<file path="src/rtl/dual_pd_pkg.sv">
package dual_pd_pkg;
  typedef enum logic [1:0] {
    ST_RUN = 2'd0,
    ST_TRI = 2'd1,
    ST_OFF = 2'd2
  } loop_st_e;
endpackage

</file>
<file path="src/rtl/dual_pd_latch.sv">
module dual_pd_latch #(
  parameter int N_LOOPS = 2
) (
  input  logic               clk_i,
  input  logic               rst_ni,
  input  logic               commit_i,
  input  logic [N_LOOPS-1:0] pd_i,
  input  logic [N_LOOPS-1:0] tri_i,
  input  logic [N_LOOPS-1:0] crst_i,
  output logic [N_LOOPS-1:0] pd_q_o,
  output logic [N_LOOPS-1:0] tri_q_o,
  output logic [N_LOOPS-1:0] crst_q_o
);
  always_ff @(posedge clk_i or negedge rst_ni) begin
    if (!rst_ni) begin
      pd_q_o   <= '0;
      tri_q_o  <= '0;
      crst_q_o <= '0;
    end else if (commit_i) begin
      pd_q_o   <= pd_i;
      tri_q_o  <= tri_i;
      crst_q_o <= crst_i;
    end
  end

  assert_hold_no_commit_R2: assert property (@(posedge clk_i) disable iff (!rst_ni)
    !commit_i |=> $stable(pd_q_o) && $stable(tri_q_o) && $stable(crst_q_o));
endmodule

</file>
<file path="src/rtl/dual_pd_loop_seq.sv">
module dual_pd_loop_seq
  import dual_pd_pkg::*;
#(
  parameter int PD_WAIT = 2,
  localparam int CNT_W  = (PD_WAIT > 1) ? $clog2(PD_WAIT) : 1
) (
  input  logic       clk_i,
  input  logic       rst_ni,
  input  logic       commit_i,
  input  logic       pd_i,
  input  logic       tri_i,
  input  logic       tri_q_i,
  input  logic       crst_q_i,
  output logic       cp_tristate_o,
  output logic       div_hold_o,
  output logic       sect_pd_o,
  output logic [1:0] status_o
);
  loop_st_e         st_q, st_d;
  logic [CNT_W-1:0] cnt_q, cnt_d;
  logic             wait_done;

  assign wait_done = (cnt_q == CNT_W'(PD_WAIT - 1));

  always_comb begin
    st_d  = st_q;
    cnt_d = cnt_q;
    if (commit_i) begin
      if (!pd_i) begin
        st_d = ST_RUN;
      end else if (tri_i) begin
        st_d = ST_OFF;      // pump already three-stated: go down at once
      end else if (st_q == ST_RUN) begin
        st_d  = ST_TRI;     // graceful path: three-state first
        cnt_d = '0;
      end
    end else if (st_q == ST_TRI) begin
      if (wait_done) st_d = ST_OFF;
      else           cnt_d = cnt_q + 1'b1;
    end
  end

  always_ff @(posedge clk_i or negedge rst_ni) begin
    if (!rst_ni) begin
      st_q  <= ST_RUN;
      cnt_q <= '0;
    end else begin
      st_q  <= st_d;
      cnt_q <= cnt_d;
    end
  end

  assign cp_tristate_o = tri_q_i | crst_q_i | (st_q != ST_RUN);
  assign div_hold_o    = crst_q_i | (st_q == ST_OFF);
  assign sect_pd_o     = (st_q == ST_OFF);
  assign status_o      = st_q;

  assert_sync_enter_R3: assert property (@(posedge clk_i) disable iff (!rst_ni)
    (st_q == ST_RUN && commit_i && pd_i && !tri_i) |=> (status_o == 2'b01) && !sect_pd_o);
  assert_wait_bound_R3: assert property (@(posedge clk_i) disable iff (!rst_ni)
    (st_q == ST_TRI) |-> (int'(cnt_q) < PD_WAIT));
  assert_async_off_R4: assert property (@(posedge clk_i) disable iff (!rst_ni)
    (commit_i && pd_i && tri_i) |=> sect_pd_o && (status_o == 2'b10));
  assert_off_outputs_R5: assert property (@(posedge clk_i) disable iff (!rst_ni)
    sect_pd_o |-> cp_tristate_o && div_hold_o);
  assert_release_R7: assert property (@(posedge clk_i) disable iff (!rst_ni)
    (commit_i && !pd_i) |=> !sect_pd_o && (status_o == 2'b00));
  assert_crst_hold_R8: assert property (@(posedge clk_i) disable iff (!rst_ni)
    crst_q_i |-> div_hold_o && cp_tristate_o);
  assert_status_legal_R10: assert property (@(posedge clk_i) disable iff (!rst_ni)
    status_o != 2'b11);
endmodule

</file>
<file path="src/rtl/dual_pd_ref_gate.sv">
module dual_pd_ref_gate #(
  parameter int N_LOOPS = 2
) (
  input  logic [N_LOOPS-1:0] pd_q_i,
  output logic               ref_en_o
);
  assign ref_en_o = ~(&pd_q_i);
endmodule

</file>
<file path="src/rtl/dual_pd_ctrl.sv">
module dual_pd_ctrl #(
  parameter int PD_WAIT = 2,
  localparam int N_LOOPS = 2
) (
  input  logic                 clk_i,
  input  logic                 rst_ni,
  input  logic                 commit_i,
  input  logic [N_LOOPS-1:0]   pd_i,
  input  logic [N_LOOPS-1:0]   tri_i,
  input  logic [N_LOOPS-1:0]   crst_i,
  output logic [N_LOOPS-1:0]   cp_tristate_o,
  output logic [N_LOOPS-1:0]   div_hold_o,
  output logic [N_LOOPS-1:0]   sect_pd_o,
  output logic                 ref_en_o,
  output logic [2*N_LOOPS-1:0] status_o
);
  logic [N_LOOPS-1:0] pd_q, tri_q, crst_q;

  dual_pd_latch #(.N_LOOPS(N_LOOPS)) u_latch (
    .clk_i    (clk_i),
    .rst_ni   (rst_ni),
    .commit_i (commit_i),
    .pd_i     (pd_i),
    .tri_i    (tri_i),
    .crst_i   (crst_i),
    .pd_q_o   (pd_q),
    .tri_q_o  (tri_q),
    .crst_q_o (crst_q)
  );

  for (genvar l = 0; l < N_LOOPS; l++) begin : g_loop
    dual_pd_loop_seq #(.PD_WAIT(PD_WAIT)) u_seq (
      .clk_i         (clk_i),
      .rst_ni        (rst_ni),
      .commit_i      (commit_i),
      .pd_i          (pd_i[l]),
      .tri_i         (tri_i[l]),
      .tri_q_i       (tri_q[l]),
      .crst_q_i      (crst_q[l]),
      .cp_tristate_o (cp_tristate_o[l]),
      .div_hold_o    (div_hold_o[l]),
      .sect_pd_o     (sect_pd_o[l]),
      .status_o      (status_o[2*l +: 2])
    );
  end

  dual_pd_ref_gate #(.N_LOOPS(N_LOOPS)) u_ref (
    .pd_q_i   (pd_q),
    .ref_en_o (ref_en_o)
  );

  assert_ref_off_R6: assert property (@(posedge clk_i) disable iff (!rst_ni)
    (commit_i && (&pd_i)) |=> !ref_en_o);
  assert_ref_on_R6: assert property (@(posedge clk_i) disable iff (!rst_ni)
    (commit_i && !(&pd_i)) |=> ref_en_o);
  assert_tri_only_R9: assert property (@(posedge clk_i) disable iff (!rst_ni)
    (commit_i && (tri_i == 2'b11) && (pd_i == 2'b00) && (crst_i == 2'b00))
    |=> (cp_tristate_o == 2'b11) && (div_hold_o == 2'b00) && (sect_pd_o == 2'b00));
endmodule

</file>
<file path="config.mk">
export PLATFORM = sky130hd
export DESIGN_NAME = dual_pd_ctrl
export DESIGN_NICKNAME = d
export VERILOG_FILES = /design/src/rtl/dual_pd_pkg.sv /design/src/rtl/dual_pd_latch.sv /design/src/rtl/dual_pd_loop_seq.sv /design/src/rtl/dual_pd_ref_gate.sv /design/src/rtl/dual_pd_ctrl.sv
export SDC_FILE = /design/constraint.sdc
export NUM_CORES = 1
export LEC_CHECK = 0
export ABC_AREA = 1
export BUFFER_PORTS_ARGS = -buffer_cell sky130_fd_sc_hd__buf_2
export CAP_MARGIN = 20
export CORE_MARGIN = 5
export CORE_UTILIZATION = 35
export CTS_CLUSTER_SIZE = 20
export DETAILED_ROUTE_END_ITERATION = 10
export HOLD_SLACK_MARGIN = 0.06
export PLACE_DENSITY = 0.62
export SLEW_MARGIN = 10
export SYNTH_ARGS = -nofsm -noshare
export SYNTH_HDL_FRONTEND = slang
export SYNTH_SLANG_ARGS = --single-unit
</file>
<file path="constraint.sdc">
create_clock -name clk_i -period 0.9 [get_ports clk_i]
set_input_delay 0 -clock clk_i [delete_from_list [all_inputs] [get_ports clk_i]]
set_output_delay 0 -clock clk_i [all_outputs]
set_load 0.02 [all_outputs]
</file>
== Word level (Yosys, flattened, before mapping) ==
Cells that the tools add are included.

* Muxes and demuxes: 24
* Bitwise gates (word level): 7
* Reductions and logical operators: 13
* Eq/ne operators: 12
* $add $sub $neg: 2

{| class="wikitable"
|+ Operators by type and width
! cell !! number
|-
| $mux W2 || 12
|-
| $mux W1 || 12
|-
| $reduce_bool A2 Y1 || 6
|-
| $ne A2 B1 Y1 const B || 4
|-
| $ne A4 B2 Y1 const B || 2
|-
| $reduce_and A4 Y1 || 2
|-
| $or A1 B1 Y1 || 6
|-
| $reduce_and A3 Y1 || 2
|-
| $eq A2 B1 Y1 const B || 2
|-
| $eq A2 B2 Y1 const B || 2
|-
| $logic_not A2 Y1 || 2
|-
| $ne A2 B2 Y1 const B || 2
|-
| $add A1 B1 Y1 const B || 2
|-
| $reduce_and A2 Y1 || 1
|-
| $not A1 Y1 || 1
|}

* Bits in registers: 12
* Word-level logic and storage cells: 65
* Output and inout bits: 11

== Longest topological paths before layout ==
Gate-level depths: netlist (run 1).

* Depth after elaboration: 5
* Gate-level depth with buffers: 6
* Gate-level depth less buffers: 6

== Cells and area by module ==
From an unflattened synthesis (run 1), not the netlist that was laid out.

* Cell total of the unflattened synthesis: 84
* Area, all modules: 593.1 um2

{| class="wikitable"
|+ Modules (own cells, without submodules)
! module !! instances !! cells an instance !! area an instance (um2)
|-
| dual_pd_loop_seq || 2 || 29 || 183.9
|-
| dual_pd_latch || 1 || 25 || 221.5
|-
| dual_pd_ref_gate || 1 || 1 || 3.8
|}

== Worst setup path before layout (run 1) ==
OpenSTA, ideal clock, no wires.

* Path type: register to register
* Start: register g_loop[1].u_seq.st_q[0]
* End: register g_loop[1].u_seq.st_q[0]
* Setup time: 0.118 ns
* Required time: 0.782 ns
* Path slack: -0.142 ns
* Clock period less this slack: 1.042 ns
* Stages on the path, launching flop included: 7
* Arrival: 0.924 ns
* Cell sequence: dfrtp_1 -> nor2_1 -> inv_1 -> nand2_1 -> nand2_1 -> nand2_1 -> nand2_1

* Word-level cells in the longest chain between the ends: 3

{| class="wikitable"
|+ Ends and longest elaborated chain
! what !! RTL line !! source
|-
| start: declaration || dual_pd_loop_seq.sv:19 || <nowiki>loop_st_e st_q, st_d;</nowiki>
|-
| start signal: assignment || dual_pd_loop_seq.sv:48 || <nowiki>st_q <= st_d;</nowiki>
|-
| $logic_not A2 Y1 / $eq A2 B1 Y1 (equally long branches) || dual_pd_loop_seq.sv:33, dual_pd_loop_seq.sv:37 ||
|-
| $ne A4 B2 Y1 (no line) / $reduce_bool A2 Y1 (equally long branches) || - ||
|-
| $reduce_and A3 Y1 (no line) (*) || - ||
|}

Every way passes the cells marked *; elsewhere a longest branch is shown, timed or not.
A chain may end at the register's enable or synchronous reset.

== Worst setup path after layout (run 1) ==
* Start: register g_loop[0].u_seq.st_q[0]
* End: output port sect_pd_o[0]

* Word-level cells in the longest chain between the ends: 1

{| class="wikitable"
|+ Ends and longest elaborated chain
! what !! RTL line !! source
|-
| start: declaration || dual_pd_loop_seq.sv:19 ||
|-
| start signal: assignment || dual_pd_loop_seq.sv:48 ||
|-
| $eq A2 B2 Y1 || dual_pd_loop_seq.sv:55 || <nowiki>assign sect_pd_o = (st_q == ST_OFF);</nowiki>
|-
| end: declaration || dual_pd_ctrl.sv:13 || <nowiki>output logic [N_LOOPS-1:0] sect_pd_o,</nowiki>
|}

No other way between the ends.

==> run_results.csv, run 1 <==
group,metric,value,unit
run,cap_viol_max_count,0,
yosys,syn_area,618,µm²
critical_path,r2r-end,"g_loop[1].u_seq.status_o[1]",
critical_path,rr_worst_depth,7,
critical_path,worstSetupStartpoint,"g_loop[0].u_seq.status_o[0]",
placed_design,portBuffers,19,
floorplan,io_pins,20,
power_and_ir_drop,power_density,1580,mW/mm²
layout,area_growth,80.6,%
timing,fmax,890,MHz
placed_design,gp_congestion,0.772,
drt,wl_per_cell,10.7,µm
timing,tightest_slew,0.278,ns
clock_tree,cts.sinks,12,
timing,period_minus_slack,1.12,ns
yosys,synthesis.nets,93,
yosys,avgSynthCellArea,7.36,µm²
timing,slew_violations,0,
drt,routed_wl,1590,µm
floorplan,die_w,52.0,µm
grt,antenna_found_initial,0,
drt,drt_iter0_drc,5,
critical_path,critPathLaunchType,"register",
layout,layout_common_cells,"nand2_1, buf_6, dlygate4sd3_1, buf_4",
yosys,yosysSeqAreaShare,48.6,%
clock_tree,cts_tree,"yes",
yosys,synth.ff_latch_count,12,
min_path,hold_class,"input pin to register",
clock_tree,clockBufferDepth,2,
critical_path,cp-end-kind,"primary output",
critical_path,crit_end,"sect_pd_o[0]",
clock_tree,cts_buffers,3,
run_status,violations,"setup timing",
drt,drc_errors,0,
layout,fin_nets,134,
placed_design,dp_slack,-0.0983,ns
drt,drtAntennaViolNets,0,
drt,via_count,661,
timing,finalCritPeriodShare,125,%
critical_path,critical_path_class,"register to primary output",
layout,diodes,0,
yosys,ys_types,10,
timing,layout_setup_ws,-0.224,ns
timing,slew_headroom,81.5,%
yosys,synthCells,84,
grt,grt_overflow,0,
timing,rsz0062_at_grt,"true",
critical_path,r2r_slack,-0.17,ns
critical_path,rr_startpoint,"g_loop[1].u_seq.status_o[1]",
drt,firstDrtPassIters,4,
power_and_ir_drop,ir_drop,0.851,mV
floorplan,die_h,52.0,µm
grt,grt_usage,14.0,%
power_and_ir_drop,finalPower,1.76,mW
clock_tree,root_buffer,"clkbuf_4",
drt,viasPerCell,4.44,
timing,finalClockSkew,0.00363,ns
critical_path,cp_max_fo,4,
placed_design,dp_hpwl,1060,µm
layout,drive_gt1_share,50.8,%
power_and_ir_drop,p_leak,0.566,nW
yosys,yosysWarnings,0,
timing,hold_viol_final,0,
floorplan,dieArea,0.00271,mm²
grt,grt_first_pass_wirelength,2790,µm
floorplan,initial_utilization,36.2,%
grt,grt_pass1_vias,659,
clock_tree,cts_max_level,1,
floorplan,rows,15,
timing,finalSetupViolCount,16,
run_status,status,"finished, violations left",
layout,layout_commonest_cell,"nand2_1",
clock_tree,clk_pin_slew_worst_paths,0.08,ns
clock_tree,insertion_delay,0.28,ns
critical_path,worst_ep_arrival_time,1.12,ns
grt,grt_max_degree,13,
layout,fill_cells,136,
floorplan,core,0.00171,mm²
critical_path,required,0.90,ns
## worst max-delay path, stage by stage, from the launching register on
cell and delay (ns):
dfrtp_2 0.45, buf_6 0.14, nor2_1 0.11, buf_4 0.15
## layer usage
layer | part of all wire [%] | track usage (%) | routed length (µm) | up-vias
li1 | - | - | - | 336
met5 | 0 | 0 | 0 | -
met3 | 4.4 | 4.87 | 70 | 2
met2 | 53 | 22.0 | 842 | 13
met1 | 42 | 17.6 | 670 | 310
met4 | 0.57 | 5.24 | 9 | 0
## cell usage after synthesis
library cell / n / area share, %
nor2_1: 5 / 3.0
dfrtp_1: 12 / 49
buf_4: 6 / 7.3
nand2_1: 33 / 20
nor2_2: 2 / 2.0
o21ai_1: 1 / 0.81
nand3_1: 8 / 6.5
o21ai_0: 6 / 4.9
inv_1: 10 / 6.1
buf_2: 1 / 0.81
## where the power goes
part | switching [mW] | leakage, nW | internal (mW)
Sequential | 0.0671 | 0.143 | 0.616
Combinational | 0.308 | 0.402 | 0.339
Clock | 0.187 | 0.0210 | 0.246
Total | 0.562 | 0.566 | 1.20
## what timing repair did
action	4_1_cts	5_1_grt
gates cloned	0	0
buffers inserted	5	1
hold endpoints to repair	21	0
pin swaps	7	5
gates resized for setup	37	16
endpoints found under the setup margin	15	17
hold buffers	9	0
## kinds of logic after synthesis
family                 after synthesis  synth area share [%]
AOI/OAI and AO/OA                    7                  5.67
and+or+nand+nor                     48                  31.6
DFF                                 12                  48.6
buffers and inverters               17                  14.2
## sequential cells by signal, summed over array words and instances (netlist names)
| register | cells |
|---|---|
| g_loop.u_seq.cnt_q | 2 |
| g_loop.u_seq.status_o | 4 |
| u_latch.pd_q_o | 2 |
| u_latch.tri_q_o | 2 |
| u_latch.crst_q_o | 2 |
## metrics by stage
stage	TNS (ns)	util [%]	hold WS, ns	cell area [µm²]	cells
2_1_floorplan	-0.285	-	-0.296	628	84
3_3_place_gp	-0.162	45.2	-0.107	772	130
3_5_place_dp	-0.323	45.2	-0.109	772	130
4_1_cts	-2.58	61.3	0.0579	1050	148
5_1_grt	-3.33	65.3	0.0771	1120	149
6_report	-2.41	65.3	0.0643	1120	149
## worst min path at each step
stage	start	end	slack [ns]	cells past startpoint
after global placement	rst_ni	u_latch.tri_q_o[1]	-0.11	1
after CTS	commit_i	u_latch.pd_q_o[1]	0.06	3
after floorplan	rst_ni	g_loop[0].u_seq.cnt_q	-0.30	0
after detailed placement	rst_ni	u_latch.tri_q_o[1]	-0.11	1
final	commit_i	u_latch.pd_q_o[0]	0.06	3
after global routing	commit_i	u_latch.pd_q_o[1]	0.08	3
## area by class of cell
class	count	area (µm²)	share of cell area, %
Inverter	10	40.0	3.59
Timing Repair Buffer	43	389	34.9
Tap cell	25	31.3	2.80
Multi-Input combinational cell	55	314	28.1
Clock buffer	4	36.3	3.25
Sequential cell	12	305	27.4
No activity file was read; power rests on OpenSTA's default activity.
==> run 2, diff against run 1 <==
Settings changed: REMOVE_ABC_BUFFERS set to 1.
==> run_results.csv, run 2 (synthesis gave the netlist of run 1 again) <==
group,metric,value,unit
run_status,status,"finished, violations left",
run_status,violations,"setup timing",
floorplan,initial_utilization,36.2,%
layout,fill_cells,139,
critical_path,slowest_delay,0.42,ns
critical_path,cpMaxStageDelayCell,"dfrtp_1",
layout,drive_gt1_share,53.2,%
critical_path,cp_max_fo,3,
timing,tightest_slew,0.286,ns
clock_tree,insertion_delay,0.26,ns
timing,slew_violations,0,
timing,layout_setup_ws,-0.261,ns
critical_path,path_delay_family,"flip-flops",
drt,dr_wl_met2,979,µm
clock_tree,clockBufferDepth,2,
timing,period_minus_slack,1.16,ns
grt,grt_usage,15.7,%
drt,drtAntennaViolNets,0,
placed_design,gp_congestion,0.827,
timing,finalCritPeriodShare,129,%
clock_tree,cts_tree,"yes",
grt,grt_max_degree,13,
power_and_ir_drop,switching_share,32.7,%
timing,slew_headroom,80.9,%
critical_path,critPathLaunchType,"register",
drt,wl_met3,118,µm
drt,firstDrtPassIters,3,
power_and_ir_drop,p_leak,0.579,nW
critical_path,path_cells,"nor2_2 -> buf_4 -> nand3_2 -> buf_6",
floorplan,rows,15,
clock_tree,cts_max_level,1,
floorplan,die_w,52.0,µm
power_and_ir_drop,internal_power,1.12,mW
layout,fin_area,0.00110,mm²
min_path,hold_class,"input pin to register",
power_and_ir_drop,ir_drop,0.788,mV
clock_tree,root_buffer,"clkbuf_4",
timing,finalSetupViolCount,16,
clock_tree,cts_buffers,3,
timing,hold_viol_final,0,
power_and_ir_drop,comb_power_share,40.8,%
timing,fin_setup_tns,-2.59,ns
timing,fmax,861,MHz
clock_tree,clk_pin_slew_worst_paths,0.07,ns
layout,largest_reg_flops,4,
layout,layout_commonest_cell,"nand2_1",
drt,m1WireLength,648,µm
drt,drc_errors,0,
drt,routed_wl,1760,µm
placed_design,portBuffers,19,
grt,antenna_found_initial,0,
floorplan,dieArea,0.00271,mm²
timing,finalClockSkew,0.00251,ns
floorplan,io_pins,20,
placed_design,placed_area,762,µm²
drt,topRoutingLayerUsed,"met4",
power_and_ir_drop,power_density,1500,mW/mm²
grt,grt_overflow,0,
drt,wl_per_cell,11.6,µm
critical_path,required,0.90,ns
clock_tree,cts.sinks,12,
critical_path,worst_ep_arrival_time,1.16,ns
power_and_ir_drop,pwr-share-clk,19.0,%
grt,grt_pass1_vias,739,
run,cap_viol_max_count,0,
layout,layout_common_cells,"nand2_1, buf_6, buf_4, dfrtp_1",
drt,drt_iter0_drc,6,
layout,fin_nets,137,
placed_design,dp_hpwl,1100,µm
floorplan,die_h,52.0,µm
grt,grt_first_pass_wirelength,3080,µm
critical_path,critical_path_class,"register to primary output",
power_and_ir_drop,power.switching,0.543,mW
drt,via_count,661,
drt,viasPerCell,4.38,
layout,diodes,0,
power_and_ir_drop,seqPwrFrac,40.2,%
floorplan,core,0.00171,mm²
timing,rsz0062_at_grt,"true",
critical_path,crit_buf_inv,2,
critical_path,cp-end-kind,"primary output",
layout,area_growth,78.7,%
-- run 2: cell types whose count changed in the layout (fill, tap and decap cells not counted), moves of 2 or more --
cell           change
nor2_1             -2
nor2_2             +3
dfrtp_2            -4
nand2_1            -3
dlygate4sd3_1      -2
inv_2              +2
dfrtp_1            +4
buf_4              +6
nand2_2            +2
-- run 2: area by class of cell --
cell class                 count  area [µm²]  area share [%]
clock buffer                   3        22.5            2.04
inverter                      10        37.5            3.40
multi-input combinational     55         310            28.1
sequential                    12         300            27.2
tap                           25        31.3            2.83
timing repair buffer          46         403            36.5
-- run 2: worst reg2reg max path, delay by kind of cell, from the launching register on --
kind,cells,cell delay (ns)
buffers and inverters,2,0.17
AND/OR/NAND/NOR,5,0.38
flip-flops,1,0.43
-- run 2: worst paths after layout --
check,startpoint,to,slack [ns],cells past startpoint
worst min-delay path,pd_i[1],g_loop[1].u_seq.status_o[1],0.08,5
worst max-delay path,g_loop[0].u_seq.status_o[1],cp_tristate_o[0],-0.26,4
max in group asynchronous,rst_ni,u_latch.pd_q_o[0],0.54,2
worst min register to register,u_latch.pd_q_o[1],u_latch.pd_q_o[1],0.48,2
worst max register to register,g_loop[1].u_seq.status_o[1],g_loop[1].u_seq.status_o[0],-0.18,7
min in group asynchronous,rst_ni,g_loop[0].u_seq.status_o[1],0.14,2
-- run 2: timing repair --
action | CTS | global route
setup endpoints to repair | 15 | 17
hold endpoints to repair | 19 | 0
setup buffers | 9 | 2
pin swaps | 12 | 11
hold buffers | 7 | 0
resized for setup | 36 | 20
-- run 2: power by group through the flow --
stage | logic [mW] | registers, mW | clock network (mW)
6_report | 0.677 | 0.667 | 0.315
4_1_cts | 0.582 | 0.661 | 0.325
3_5_place_dp | 0.403 | 0.667 | 0
5_1_grt | 0.745 | 0.678 | 0.353
3_3_place_gp | 0.393 | 0.663 | 0
2_1_floorplan | 0.186 | 0.683 | 0
-- run 2: layer usage --
layer  vias up  global-route usage, %
met5         -                      0
li1        335                      -
met3         2                   3.44
met2        18                   29.7
met1       306                   16.4
met4         0                   6.55
-- run 2: per-stage QoR --
step	power (mW)	hold slack (ns)	cells	setup slack (ns)	util, %
after global placement	1.06	-0.106	130	-0.111	44.6
after floorplan	0.869	-0.296	77	-0.167	-
after CTS	1.57	0.0642	149	-0.229	59.4
after detailed placement	1.07	-0.102	130	-0.101	44.6
final	1.66	0.0810	151	-0.261	64.7
after global routing	1.78	0.115	151	-0.335	64.7
